`config.mk`:
```
export PLATFORM = sky130hd
export DESIGN_NAME = irq_chain_ctl
export DESIGN_NICKNAME = d
export VERILOG_FILES = /design/src/rtl/irq_pkg.sv /design/src/rtl/irq_flags_dp.sv /design/src/rtl/irq_ack_ctl.sv /design/src/rtl/irq_chain_ctl.sv
export SDC_FILE = /design/constraint.sdc
export NUM_CORES = 1
export LEC_CHECK = 0
export BUFFER_PORTS_ARGS = -buffer_cell sky130_fd_sc_hd__buf_2
export CAP_MARGIN = 20
export CORE_ASPECT_RATIO = 0.8
export CORE_MARGIN = 2
export CORE_UTILIZATION = 30
export CTS_CLUSTER_DIAMETER = 60
export DETAILED_ROUTE_END_ITERATION = 10
export SLEW_MARGIN = 20
export SYNTH_ARGS = -nofsm -noshare
export SYNTH_HDL_FRONTEND = slang
export SYNTH_SLANG_ARGS = --single-unit
```
`constraint.sdc`:
```
create_clock -name clk -period 2.7 [get_ports clk]
set_input_delay 0 -clock clk [delete_from_list [all_inputs] [get_ports clk]]
set_output_delay 0 -clock clk [all_outputs]
set_load 0.01 [all_outputs]
```
`src/rtl/irq_pkg.sv`:
```
package irq_pkg;
  localparam int NUM_CH  = 4;
  localparam int CH_W    = $clog2(NUM_CH);
  localparam int VEC_W   = 8;
  localparam int BASE_W  = VEC_W - CH_W - 1;

  typedef struct packed {
    logic ackDone;   // acknowledge finished: move granted channel into service
    logic retiClr;   // release innermost serviced channel
  } ctlStrobe_t;
endpackage

```
`src/rtl/irq_flags_dp.sv`:
```
module irq_flags_dp
  import irq_pkg::*;
#(
  parameter int N_CH   = NUM_CH,
  parameter int CHW    = CH_W,
  parameter int BASEW  = BASE_W
) (
  input  logic             clk,
  input  logic             rst_n,
  input  logic [N_CH-1:0]  reqPulse,
  input  logic             vecWe,
  input  logic [BASEW-1:0] vecBaseIn,
  input  ctlStrobe_t       strobe,
  input  logic [CHW-1:0]   grantCh,
  output logic             winValid,
  output logic [CHW-1:0]   winCh,
  output logic             anyService,
  output logic [BASEW-1:0] vecBase
);
  logic [N_CH-1:0] pending, inService;
  logic [N_CH-1:0] ackMask, retMask;
  logic            blocked;

  // one-hot decode of the granted channel
  always_comb begin
    ackMask = '0;
    ackMask[grantCh] = strobe.ackDone;
  end

  // lowest set under-service bit
  assign retMask = strobe.retiClr ? (inService & (~inService + 1'b1)) : '0;

  always_ff @(posedge clk) begin
    if (!rst_n) begin
      pending   <= '0;
      inService <= '0;
      vecBase   <= '0;
    end else begin
      pending   <= (pending & ~ackMask) | reqPulse;
      inService <= (inService & ~retMask) | ackMask;
      if (vecWe) vecBase <= vecBaseIn;
    end
  end

  // fixed priority: walk from channel 0, stop at first serviced channel
  always_comb begin
    winValid = 1'b0;
    winCh    = '0;
    blocked  = 1'b0;
    for (int i = 0; i < N_CH; i++) begin
      if (inService[i]) blocked = 1'b1;
      if (!blocked && pending[i] && !winValid) begin
        winValid = 1'b1;
        winCh    = CHW'(i);
      end
    end
  end

  assign anyService = |inService;

  // a completed acknowledge leaves its channel under service
  a_r6_ack_sets_service: assert property (@(posedge clk) disable iff (!rst_n)
    strobe.ackDone |=> inService[$past(grantCh)]);

  // one release removes exactly one serviced channel
  a_r9_single_release: assert property (@(posedge clk) disable iff (!rst_n)
    (strobe.retiClr && !strobe.ackDone && (inService != '0))
      |=> ($countones(inService) + 1 == $past($countones(inService))));
endmodule

```
`src/rtl/irq_ack_ctl.sv`:
```
module irq_ack_ctl
  import irq_pkg::*;
#(
  parameter int CHW = CH_W
) (
  input  logic           clk,
  input  logic           rst_n,
  input  logic           m1N,
  input  logic           iorqN,
  input  logic           iei,
  input  logic           retiSeen,
  input  logic           winValid,
  input  logic [CHW-1:0] winCh,
  output logic [CHW-1:0] grantCh,
  output logic           dataDrive,
  output ctlStrobe_t     strobe
);
  logic ackActive, ackPrev, grantValid, tookGrant;

  assign ackActive = !m1N && !iorqN;

  always_ff @(posedge clk) begin
    if (!rst_n) begin
      ackPrev    <= 1'b0;
      grantValid <= 1'b0;
      grantCh    <= '0;
      tookGrant  <= 1'b0;
    end else begin
      ackPrev <= ackActive;
      if (!ackActive) begin
        grantValid <= winValid;     // winner frozen for the whole acknowledge
        grantCh    <= winCh;
        tookGrant  <= 1'b0;
      end else if (iei && grantValid) begin
        tookGrant  <= 1'b1;
      end
    end
  end

  assign dataDrive      = ackActive && iei && grantValid;
  assign strobe.ackDone = ackPrev && !ackActive && tookGrant;
  assign strobe.retiClr = retiSeen && iei;

  // the vector does not change while it is being driven
  a_r5_vector_stable: assert property (@(posedge clk) disable iff (!rst_n)
    (dataDrive && $past(dataDrive)) |-> $stable(grantCh));
endmodule

```
`src/rtl/irq_chain_ctl.sv`:
```
module irq_chain_ctl
  import irq_pkg::*;
#(
  parameter int N_CH  = NUM_CH,
  parameter int VECW  = VEC_W,
  localparam int CHW   = $clog2(N_CH),
  localparam int BASEW = VECW - CHW - 1
) (
  input  logic             clk,
  input  logic             rst_n,
  input  logic [N_CH-1:0]  reqPulse,
  input  logic             vecWe,
  input  logic [BASEW-1:0] vecBaseIn,
  input  logic             iei,
  input  logic             m1N,
  input  logic             iorqN,
  input  logic             retiSeen,
  output logic             intN,
  output logic             ieo,
  output logic [VECW-1:0]  vecOut,
  output logic             dataDrive
);
  ctlStrobe_t       strobe;
  logic             winValid, anyService;
  logic [CHW-1:0]   winCh, grantCh;
  logic [BASEW-1:0] vecBase;

  irq_flags_dp #(.N_CH(N_CH), .CHW(CHW), .BASEW(BASEW)) uDp (
    .clk(clk), .rst_n(rst_n), .reqPulse(reqPulse), .vecWe(vecWe),
    .vecBaseIn(vecBaseIn), .strobe(strobe), .grantCh(grantCh),
    .winValid(winValid), .winCh(winCh), .anyService(anyService),
    .vecBase(vecBase)
  );

  irq_ack_ctl #(.CHW(CHW)) uCtl (
    .clk(clk), .rst_n(rst_n), .m1N(m1N), .iorqN(iorqN), .iei(iei),
    .retiSeen(retiSeen), .winValid(winValid), .winCh(winCh),
    .grantCh(grantCh), .dataDrive(dataDrive), .strobe(strobe)
  );

  assign intN   = !(iei && winValid);
  assign ieo    = iei && !anyService;
  assign vecOut = dataDrive ? {vecBase, grantCh, 1'b0} : '0;

  // a blocked chain silences this device and everything below
  a_r7_chain_block: assert property (@(posedge clk) disable iff (!rst_n)
    !iei |-> (intN && !ieo));

  // first cycle out of reset is quiet
  a_r1_reset_quiet: assert property (@(posedge clk) disable iff (!rst_n)
    $rose(rst_n) |-> (ieo == iei));

  // drive only inside an acknowledge
  a_r5_drive_in_ack: assert property (@(posedge clk) disable iff (!rst_n)
    dataDrive |-> (!m1N && !iorqN && iei));
endmodule

```
# Yosys cells after proc, flatten, opt, wreduce, memory -nomap -nowiden

Cells that the tools add are included.

Register bits after elaboration: 18
Input port bits: 16
Output and inout bits: 11
Logic and storage cells: 65

Add/sub/neg operators: 1
Order comparisons: 2
Muxes and demuxes: 15
Bitwise gates (word level): 9
Reduce and logical (&&, ||, !) cells: 31

Operators with widths:

| cell                                                                   | count |
|---|---|
| 1-bit logical AND                                                      | 17 |
| 4-bit AND                                                              | 4 |
| 1-bit zero test                                                        | 12 |
| 4-bit NOT                                                              | 3 |
| 1-bit two-way mux                                                      | 10 |
| 8-bit two-way mux                                                      | 1 |
| 4-bit bitwise OR                                                       | 2 |
| 4-bit by 1-bit adder with 4-bit output (second input constant)         | 1 |
| 2-bit two-way mux                                                      | 2 |
| 4-bit two-way mux                                                      | 1 |
| 4-bit OR reduction                                                     | 1 |
| 2-bit by 3-bit < comparator with 1-bit output (second input constant)  | 1 |
| 1-bit demux with 2-bit select                                          | 1 |
| 2-bit by 1-bit >= comparator with 1-bit output (second input constant) | 1 |
| 2-bit AND reduction                                                    | 1 |

# Logic depth before layout (Yosys ltp)

Gate-level depths: netlist (run 1).

Word-level depth: 15
Gate-level depth with buffers: 4
Mapped depth without buffers: 3

# By module

Synthesis (run 1) repeated with hierarchy kept, for this count alone.

Cells, all modules: 93
Area total of the unflattened synthesis: 854.6 sq um

By module, submodules not included:

| module        | instances | cells an instance | area an instance (sq um) | seq. area each (sq um) |
|---|---|---|---|---|
| irq_flags_dp  | 1         | 60                | 585.6                    | 260.2 |
| irq_ack_ctl   | 1         | 22                | 203.9                    | 100.1 |
| irq_chain_ctl | 1         | 11                | 65.1                     | 0.0 |

# Least setup slack after synthesis (run 1)

No wires, ideal clock.

Kind: reg-to-reg
Start: register uCtl.tookGrant
End: register uDp.pending[2]
Setup time: 0.117 ns
Arrival: 0.984 ns
Data required time: 2.583 ns
Path slack: 1.599 ns
Cell stages (with the launch flop): 4
Buffers on the path: 0
Clock period less this slack: 1.101 ns
Cell sequence: dfxtp_1 o211ai_2 or3b_1 a22o_1

Word-level cells in the longest chain between the ends: 5

Ends and longest elaborated chain:

| item                       | RTL line           | text |
|---|---|---|
| from (decl)                | irq_ack_ctl.sv:18  | `logic ackActive, ackPrev, grantValid, tookGrant;` |
| from (signal assigned)     | irq_ack_ctl.sv:27  | `tookGrant <= 1'b0;` |
| from (signal assigned)     | irq_ack_ctl.sv:33  | `tookGrant <= 1'b0;` |
| from (signal assigned)     | irq_ack_ctl.sv:35  | `tookGrant <= 1'b1;` |
| 1-bit logical AND          | irq_ack_ctl.sv:41  | `assign strobe.ackDone = ackPrev && !ackActive && tookGrant;` |
| 4-bit AND (no source line) | n/a                |  |
| 4-bit NOT                  | irq_flags_dp.sv:39 | `pending <= (pending & ~ackMask) \| reqPulse;` |
| 4-bit AND                  | irq_flags_dp.sv:39 |  |
| 4-bit bitwise OR           | irq_flags_dp.sv:39 |  |
| to (signal assigned)       | irq_flags_dp.sv:39 |  |
| to (decl)                  | irq_flags_dp.sv:20 | `logic [N_CH-1:0] pending, inService;` |

Every way passes these cells.
A chain may end at the register's enable or synchronous reset.

# Final worst setup path (run 1)

Start: register uDp.inService[1]
End: output ieo

Word-level cells in the longest chain between the ends: 3

Ends and longest elaborated chain:

| item                   | RTL line            | text |
|---|---|---|
| from (decl)            | irq_flags_dp.sv:20  |  |
| from (signal assigned) | irq_flags_dp.sv:40  | `inService <= (inService & ~retMask) \| ackMask;` |
| 4-bit OR reduction     | irq_flags_dp.sv:59  | `assign anyService = \|inService;` |
| 1-bit zero test        | irq_chain_ctl.sv:42 | `assign ieo = iei && !anyService;` |
| 1-bit logical AND      | irq_chain_ctl.sv:42 |  |
| to (decl)              | irq_chain_ctl.sv:19 | `output logic ieo,` |

Every way passes these cells.

==> reports/results.tsv, run 1 <==
stage	metric	value	unit
status	status	finished clean	
clocking	CTS clk-pin slew, worst paths	0.10	ns
routing	Vias	729	
clocking	CTS resizes	0	
sta	final worst path period share	51.6	%
routing	DR DRC count	0	
cells_and_area	# fillers	283	
yosys	post-synth cell types	32	
sta	Max Fclk	718	MHz
floorplanning	Initial Util	30.8	%
cells_and_area	Area growth syn-to-layout	31.4	%
sta	setup violators final	0	
floorplanning	site row count	17	
placed_design	RePlAce Congestion	0.764	
yosys	Yosys warning count	0	
global_routing	total track usage	11.7	%
clocking	CTS buffer count	3	
routing	TritonRoute pass-1 iters	4	
global_routing	pin count of the biggest net entering global routing	23	
clocking	Setup Fix Bufs, Post-CTS	0	
worst_hold_path	Hold Crit Class	input port to flip-flop	
setup_path	crit-path max FO	6	
sta	Hold Vio Cnt, Final	0	
sta	RSZ-0062 raised after global routing	false	
placed_design	Port Buf Inserts	25	
clocking	H-tree levels	1	
floorplanning	core area	2700	µm²
worst_hold_path	Hold Crit Depth	3	
floorplanning	Die Y	51.1	µm
floorplanning	io pins	27	
sta	min Tclk post-route	1.39	ns
power	Max VDD drop	0.110	mV
cells_and_area	post-route cell area	1090	µm²
setup_path	r2r worst-path depth	3	
clocking	Worst-Skew Late Latency	0.30	ns
global_routing	grt total ovfl	0	
sta	final setup TNS	0	ns
power	Pwr per Cell Area	454	nW/µm²
placed_design	Placed Area	982	µm²
placed_design	dpl hpwl	1250	µm
setup_path	critical path endpoint category	output port	
cells_and_area	Final Net Count	141	
routing	Initial DRC Count	12	
floorplanning	Die ar.	3220	µm²
job	max-cap violations	0	
global_routing	initial antenna violation count	0	
clocking	clock tree buffer depth	2	
clocking	Root Buffer	clkbuf_4	
yosys	Mean Syn Cell Area	9.16	µm²
setup_path	CP Data Required Time	2.70	ns
yosys	Mapped Nets	107	
clocking	CTS tree	done	
placed_design	placed insts	149	
yosys	Mapped Area	833	µm²
clocking	cts hold-fix bufs	9	
global_routing	first-pass GRT wire length	2980	µm
power	Leak	0.484	nW
global_routing	vias in the first global route	721	
setup_path	Worst EP arrival	1.39	ns
routing	final wirelength	1750	µm
sta	Slew Limit Fails	0	
routing	vias per cell	4.53	
cells_and_area	ratio of cells with drive above 1 in the final layout	25.2	%
setup_path	crit path kind	flip-flop to output port	
routing	routed len/inst	10.9	µm
yosys	Mapped Cells	91	
sta	Setup Skew	0.00782	ns
cells_and_area	ant diodes	0	
yosys	register bit total from synthesis	18	
cells_and_area	post-route insts no fill	161	
yosys	Seq/Total Area, Yosys	43.2	%
clocking	clock sink total	18	
setup_path	Worst Setup Start Kind	flip-flop	
floorplanning	DIE WIDTH	62.9	µm
routing	Post-DRT Antenna Nets	0	
==> area by class of cell <==
class / count / area [µm²] / share of cell area [%]
clock buffers: 3 / 22.5 / 2.06
well taps: 38 / 47.5 / 4.34
multi-input cells: 67 / 445 / 40.7
repair buffers: 34 / 215 / 19.7
inverters: 1 / 3.75 / 0.343
flip-flops and latches: 18 / 360 / 32.9
==> sequential cells by signal, indices dropped and copies added (netlist names) <==
name and count:
uCtl.ackPrev 1, uDp.vecBase 5, uCtl.grantCh 2, uCtl.tookGrant 1, uDp.inService 4, uCtl.grantValid 1
uDp.pending 4
==> power by group <==
group          switching [W]  internal (W)
clock              0.0000826     0.0000521
sequential         0.0000105      0.000280
combinational      0.0000309     0.0000406
==> path summary, 6_finish.rpt <==
check              startpoint              to  slack [ns]
min                       iei  uCtl.tookGrant        0.02
max reg2reg    uCtl.tookGrant  uDp.pending[2]        1.55
min reg2reg    uDp.pending[1]  uDp.pending[1]        0.50
max          uDp.inService[1]             ieo        1.31
==> worst max-delay path: stages, from the launching register on <==
cell     delay (ns)
dfxtp_1        0.36
or3_1          0.39
nor3b_1        0.18
buf_2          0.16
==> per-layer routing <==
metal	vias to the layer above	routed length (µm)	global-route usage, %	share of wire [%]
met3	7	43	1.32	2.5
met2	14	781	19.0	45
met4	0	58	7.78	3.3
li1	382	-	-	-
met1	326	866	14.7	50
met5	-	0	0	0
==> layout by cell type, fill, tap and decap left out, types with 2 or more instances in the layout <==
cell,Yosys,layout
a21boi_0,3,3
a21oi_1,2,2
a22o_1,3,3
and2_1,12,12
buf_2,1,25
clkbuf_4,0,3
dfxtp_1,18,18
dlygate4sd3_1,0,9
mux2i_1,5,5
nand2_1,6,6
nor2b_1,7,7
nor3_1,2,2
nor3b_1,2,2
o21a_1,3,3
o21ai_0,4,4
o31ai_1,2,2
or3_1,2,2
==> synthesized netlist by cell type <==
cell type,number,area (µm²)
o211ai_1,1,7.51
a21boi_1,1,7.51
nand2b_1,1,6.26
a21boi_0,3,22.5
o21a_1,3,22.5
dfxtp_1,18,360
or2_2,1,6.26
conb_1,1,3.75
nor4b_1,1,8.76
inv_1,1,3.75
and3_1,1,6.26
and2_1,12,75.1
or3b_1,1,8.76
nand2_1,6,22.5
nor3b_1,2,15.0
o21ai_0,4,20.0
nor3_1,2,10.0
o311a_1,1,10.0
o211ai_2,1,12.5
o31ai_1,2,15.0
or3_1,2,12.5
clkbuf_1,3,11.3
mux2i_1,5,50.1
nand3_1,1,5.00
nor2_1,1,3.75
buf_2,1,5.00
buf_4,1,7.51
or3_2,1,7.51
a22o_1,3,26.3
nand4_1,1,6.26
nor2b_1,7,43.8
a21oi_1,2,10.0
==> cells by family (layout without fill, tap and decap cells) <==
group / after synthesis / count (layout) / share of synthesized area (%)
AOI/OAI and AO/OA: 21 / 21 / 18.5
other: 1 / 1 / 0.450
muxes: 5 / 5 / 6.01
buffers and inverters: 6 / 38 / 3.30
and+or+nand+nor: 40 / 40 / 28.5
DFF: 18 / 18 / 43.2
==> per-stage QoR <==
| step | setup slack, ns | hold slack (ns) | util, % | power (W) |
|---|---|---|---|---|
| 2_1_floorplan | 1.60 | 0.109 | - | 0.000335 |
| 3_3_place_gp | 1.58 | 0.203 | 36.4 | 0.000357 |
| 3_5_place_dp | 1.56 | 0.215 | 36.4 | 0.000358 |
| 4_1_cts | 1.31 | 0.0218 | 40.5 | 0.000499 |
| 5_1_grt | 1.20 | 0.0824 | 40.5 | 0.000514 |
| 6_report | 1.31 | 0.0233 | 40.5 | 0.000497 |
No activity file was read; power rests on OpenSTA's default activity.
==> inputs of run 2 (changes only) <==
--- a/config.mk
+++ b/config.mk
@@ -5,6 +5,7 @@
 export SDC_FILE = /design/constraint.sdc
 export NUM_CORES = 1
 export LEC_CHECK = 0
+export ABC_AREA = 1
 export BUFFER_PORTS_ARGS = -buffer_cell sky130_fd_sc_hd__buf_2
 export CAP_MARGIN = 20
 export CORE_ASPECT_RATIO = 0.8
==> constraint.sdc (replaced) <==
create_clock -name clk -period 1.2 [get_ports clk]
set_input_delay 0 -clock clk [delete_from_list [all_inputs] [get_ports clk]]
set_output_delay 0 -clock clk [all_outputs]
set_load 0.01 [all_outputs]
==> reports/results.tsv, run 2 <==
stage	metric	value	unit	change
status	status	finished, violations left		was finished clean
status	failing checks	negative setup slack		
global_routing	first-pass GRT wire length	3320	µm	was 2980 µm
global_routing	M1 GR Usage	19.6	%	was 14.7%
sta	RSZ-0062 raised after global routing	true		was false
setup_path	critical path endpoint category	output port		unchanged
worst_hold_path	Hold Crit Class	input port to flip-flop		unchanged
routing	Vias	843		was 729
yosys	largest cells by area after synthesis	dfxtp_1, a21oi_1, inv_1		was dfxtp_1, and2_1, mux2i_1
routing	DR DRC count	0		unchanged
yosys	ys flop type	dfxtp_1		unchanged
cells_and_area	Most flops, register	uDp.vecBase		unchanged
setup_path	crit path kind	flip-flop to output port		unchanged
setup_path	crit path max-delay cell type	dfxtp_2		was or3_1
routing	Post-DRT Antenna Nets	0		unchanged
clocking	clock sink total	18		unchanged
routing	routed len/inst	10.3	µm	was 10.9 µm
sta	Worst Slack Setup Final	-0.0187	ns	was 1.31 ns
clocking	Root Buffer	clkbuf_4		unchanged
cells_and_area	ratio of cells with drive above 1 in the final layout	34.9	%	was 25.2%
routing	final wirelength	1930	µm	was 1750 µm
sta	final worst path period share	102	%	
cells_and_area	commonest non-fill, non-tap cell in the layout	buf_2		unchanged
placed_design	Port Buf Inserts	25		unchanged
setup_path	crit-path max FO	6		unchanged
global_routing	met3 Track Usage GR	4.72	%	was 1.32%
cells_and_area	max FFs per register	5		unchanged
global_routing	grt peak-use layer	met2		unchanged
global_routing	total track usage	14.5	%	was 11.7%
yosys	Async SR Flop Fraction	0	%	unchanged
clocking	Worst-Skew Late Latency	0.30	ns	about the same
job	max-cap violations	0		unchanged
yosys	Mapped Nets	128		was 107
yosys	post-synth top area share	45.5	%	was 43.2%
cells_and_area	commonest non-fill, non-tap cells in the layout	buf_2, inv_1, a21oi_1		was buf_2, dfxtp_1, and2_1
yosys	Seq/Total Area, Yosys	45.5	%	was 43.2%
yosys	Mapped Cells	112		was 91
placed_design	RePlAce Congestion	0.804		was 0.764
floorplanning	Die ar.	3070	µm²	was 3220 µm²
clocking	CTS tree	done		unchanged
sta	min Tclk post-route	1.22	ns	
setup_path	critical path's largest stage delay	0.35	ns	was 0.39 ns
setup_path	Worst Setup Start Kind	flip-flop		unchanged
cells_and_area	post-route cell area	1130	µm²	was 1090 µm²
global_routing	pin count of the biggest net entering global routing	11		was 23
placed_design	dpl hpwl	1380	µm	was 1250 µm
clocking	CTS buffer count	3		unchanged
worst_hold_path	Hold Crit Start	vecBaseIn[4]		was iei
routing	Initial DRC Count	30		was 12
setup_path	Worst EP arrival	1.22	ns	was 1.39 ns
sta	Hold Vio Cnt, Final	0		unchanged
yosys	register bit total from synthesis	18		unchanged
yosys	Mapped Area	792	µm²	was 833 µm²
global_routing	initial antenna violation count	0		unchanged
yosys	top cells by count, synth	inv_1, dfxtp_1, a21oi_1		was dfxtp_1, and2_1, nor2b_1
sta	Slew Limit Fails	0		unchanged
global_routing	vias in the first global route	768		was 721
cells_and_area	ant diodes	0		unchanged
yosys	post-synth cell types	19		was 32
routing	TritonRoute pass-1 iters	4		unchanged
floorplanning	site row count	16		was 17
global_routing	met2 GRT Util	22.0	%	was 19.0%
floorplanning	core area	2480	µm²	was 2700 µm²
setup_path	worst r2r src	uDp.inService[1]		was uCtl.tookGrant
yosys	count leader, synth	inv_1		was dfxtp_1
power	Pwr per Cell Area	1060	nW/µm²	was 454 nW/µm²
power	Leak	0.545	nW	was 0.484 nW
cells_and_area	biggest regs	uDp.vecBase x5, uDp.inService x4, uDp.pending x4		unchanged
yosys	EDFF count, synth	0		unchanged
sta	Max Fclk	821	MHz	
cells_and_area	# fillers	280		was 283
sta	setup violators final	1		was 0
placed_design	Placed Area	955	µm²	was 982 µm²
routing	vias per cell	4.48		was 4.53
sta	Setup Skew	0.00123	ns	was 0.00782 ns
floorplanning	Initial Util	31.9	%	was 30.8%
clocking	clock tree buffer depth	2		unchanged
yosys	Mean Syn Cell Area	7.07	µm²	was 9.16 µm²
floorplanning	io pins	27		unchanged
power	Max VDD drop	0.479	mV	was 0.110 mV
setup_path	CP Data Required Time	1.20	ns	was 2.70 ns
cells_and_area	Final Net Count	169		was 141
clocking	H-tree levels	1		unchanged
sta	final setup TNS	-0.0187	ns	was 0 ns
yosys	Yosys warning count	0		unchanged
setup_path	CP startpoint	uDp.inService[1]		unchanged
floorplanning	Die Y	50.0	µm	was 51.1 µm
global_routing	grt total ovfl	0		unchanged
floorplanning	DIE WIDTH	61.4	µm	was 62.9 µm
cells_and_area	Area growth syn-to-layout	42.5	%	was 31.4%
yosys	largest area contributor in the netlist	dfxtp_1		unchanged
setup_path	cell chain of the critical path	nor2_4, nand3_2, nand2_2, o21ai_1, buf_2		was or3_1, nor3b_1, buf_2
clocking	CTS clk-pin slew, worst paths	0.10	ns	about the same
## run 2: final timing paths
kind	slack, ns	cells after the start	end
setup / recovery	-0.02	5	intN
setup reg to reg	0.10	6	uDp.inService[3]
hold / removal	0.009	3	uDp.vecBase[4]
hold reg to reg	0.46	2	uDp.vecBase[3]
## run 2: cell families after synthesis
kind of cell	after synthesis	share of synthesized area, %
and+or+nand+nor	41	23.9
other	1	0.473
AOI/OAI and AO/OA	29	18.8
buffers and inverters	23	11.4
DFF	18	45.5
## run 2: through the flow
step	utilization [%]	hold slack, ns	worst slack, ns	std cells	total power [W]
2_1_floorplan	-	0.0871	0.289	112	0.000744
3_3_place_gp	38.5	0.239	0.229	172	0.000795
3_5_place_dp	38.5	0.250	0.198	172	0.000801
4_1_cts	44.3	0.00302	-0.0352	186	0.00120
5_1_grt	45.5	0.0314	-0.114	188	0.00126
6_report	45.5	0.00860	-0.0187	188	0.00119
## run 2: report_power, final
part / switching, W / internal [W] / leakage [nW]
logic: 0.0000924 / 0.0000769 / 0.374
registers: 0.0000207 / 0.000627 / 0.150
clock network: 0.000191 / 0.000185 / 0.0210
total: 0.000304 / 0.000889 / 0.545
## run 2: cell type report
class / instances / area (µm²) / area share (%)
Sequential cell: 18 / 367 / 32.5
Multi-Input combinational cell: 71 / 365 / 32.4
Timing Repair Buffer: 37 / 233 / 20.6
Inverter: 22 / 82.6 / 7.32
Tap cell: 36 / 45.0 / 3.99
Clock buffer: 4 / 36.3 / 3.22
## run 2: what timing repair did
item / CTS / global route
buffers inserted: 3 / 2
endpoints found under the setup margin: 8 / 10
pin swaps: 3 / 3
resized for setup: 8 / 7
hold buffers: 7 / 0
endpoints found under the hold margin: 7 / 0
## run 2: critical path: cells and delay by family (launching register included)
family / cells / cell delay (ns)
flip-flops: 1 / 0.35
AO/OA/AOI/OAI: 1 / 0.05
AND/OR/NAND/NOR: 3 / 0.38
buffers and inverters: 1 / 0.14
## run 2: routing by layer
| layer | wire length [µm] | share of wire [%] |
|---|---|---|
| met1 | 877 | 45 |
| met2 | 912 | 47 |
| met3 | 120 | 6.2 |
| met4 | 17 | 0.88 |
| met5 | 0 | 0 |
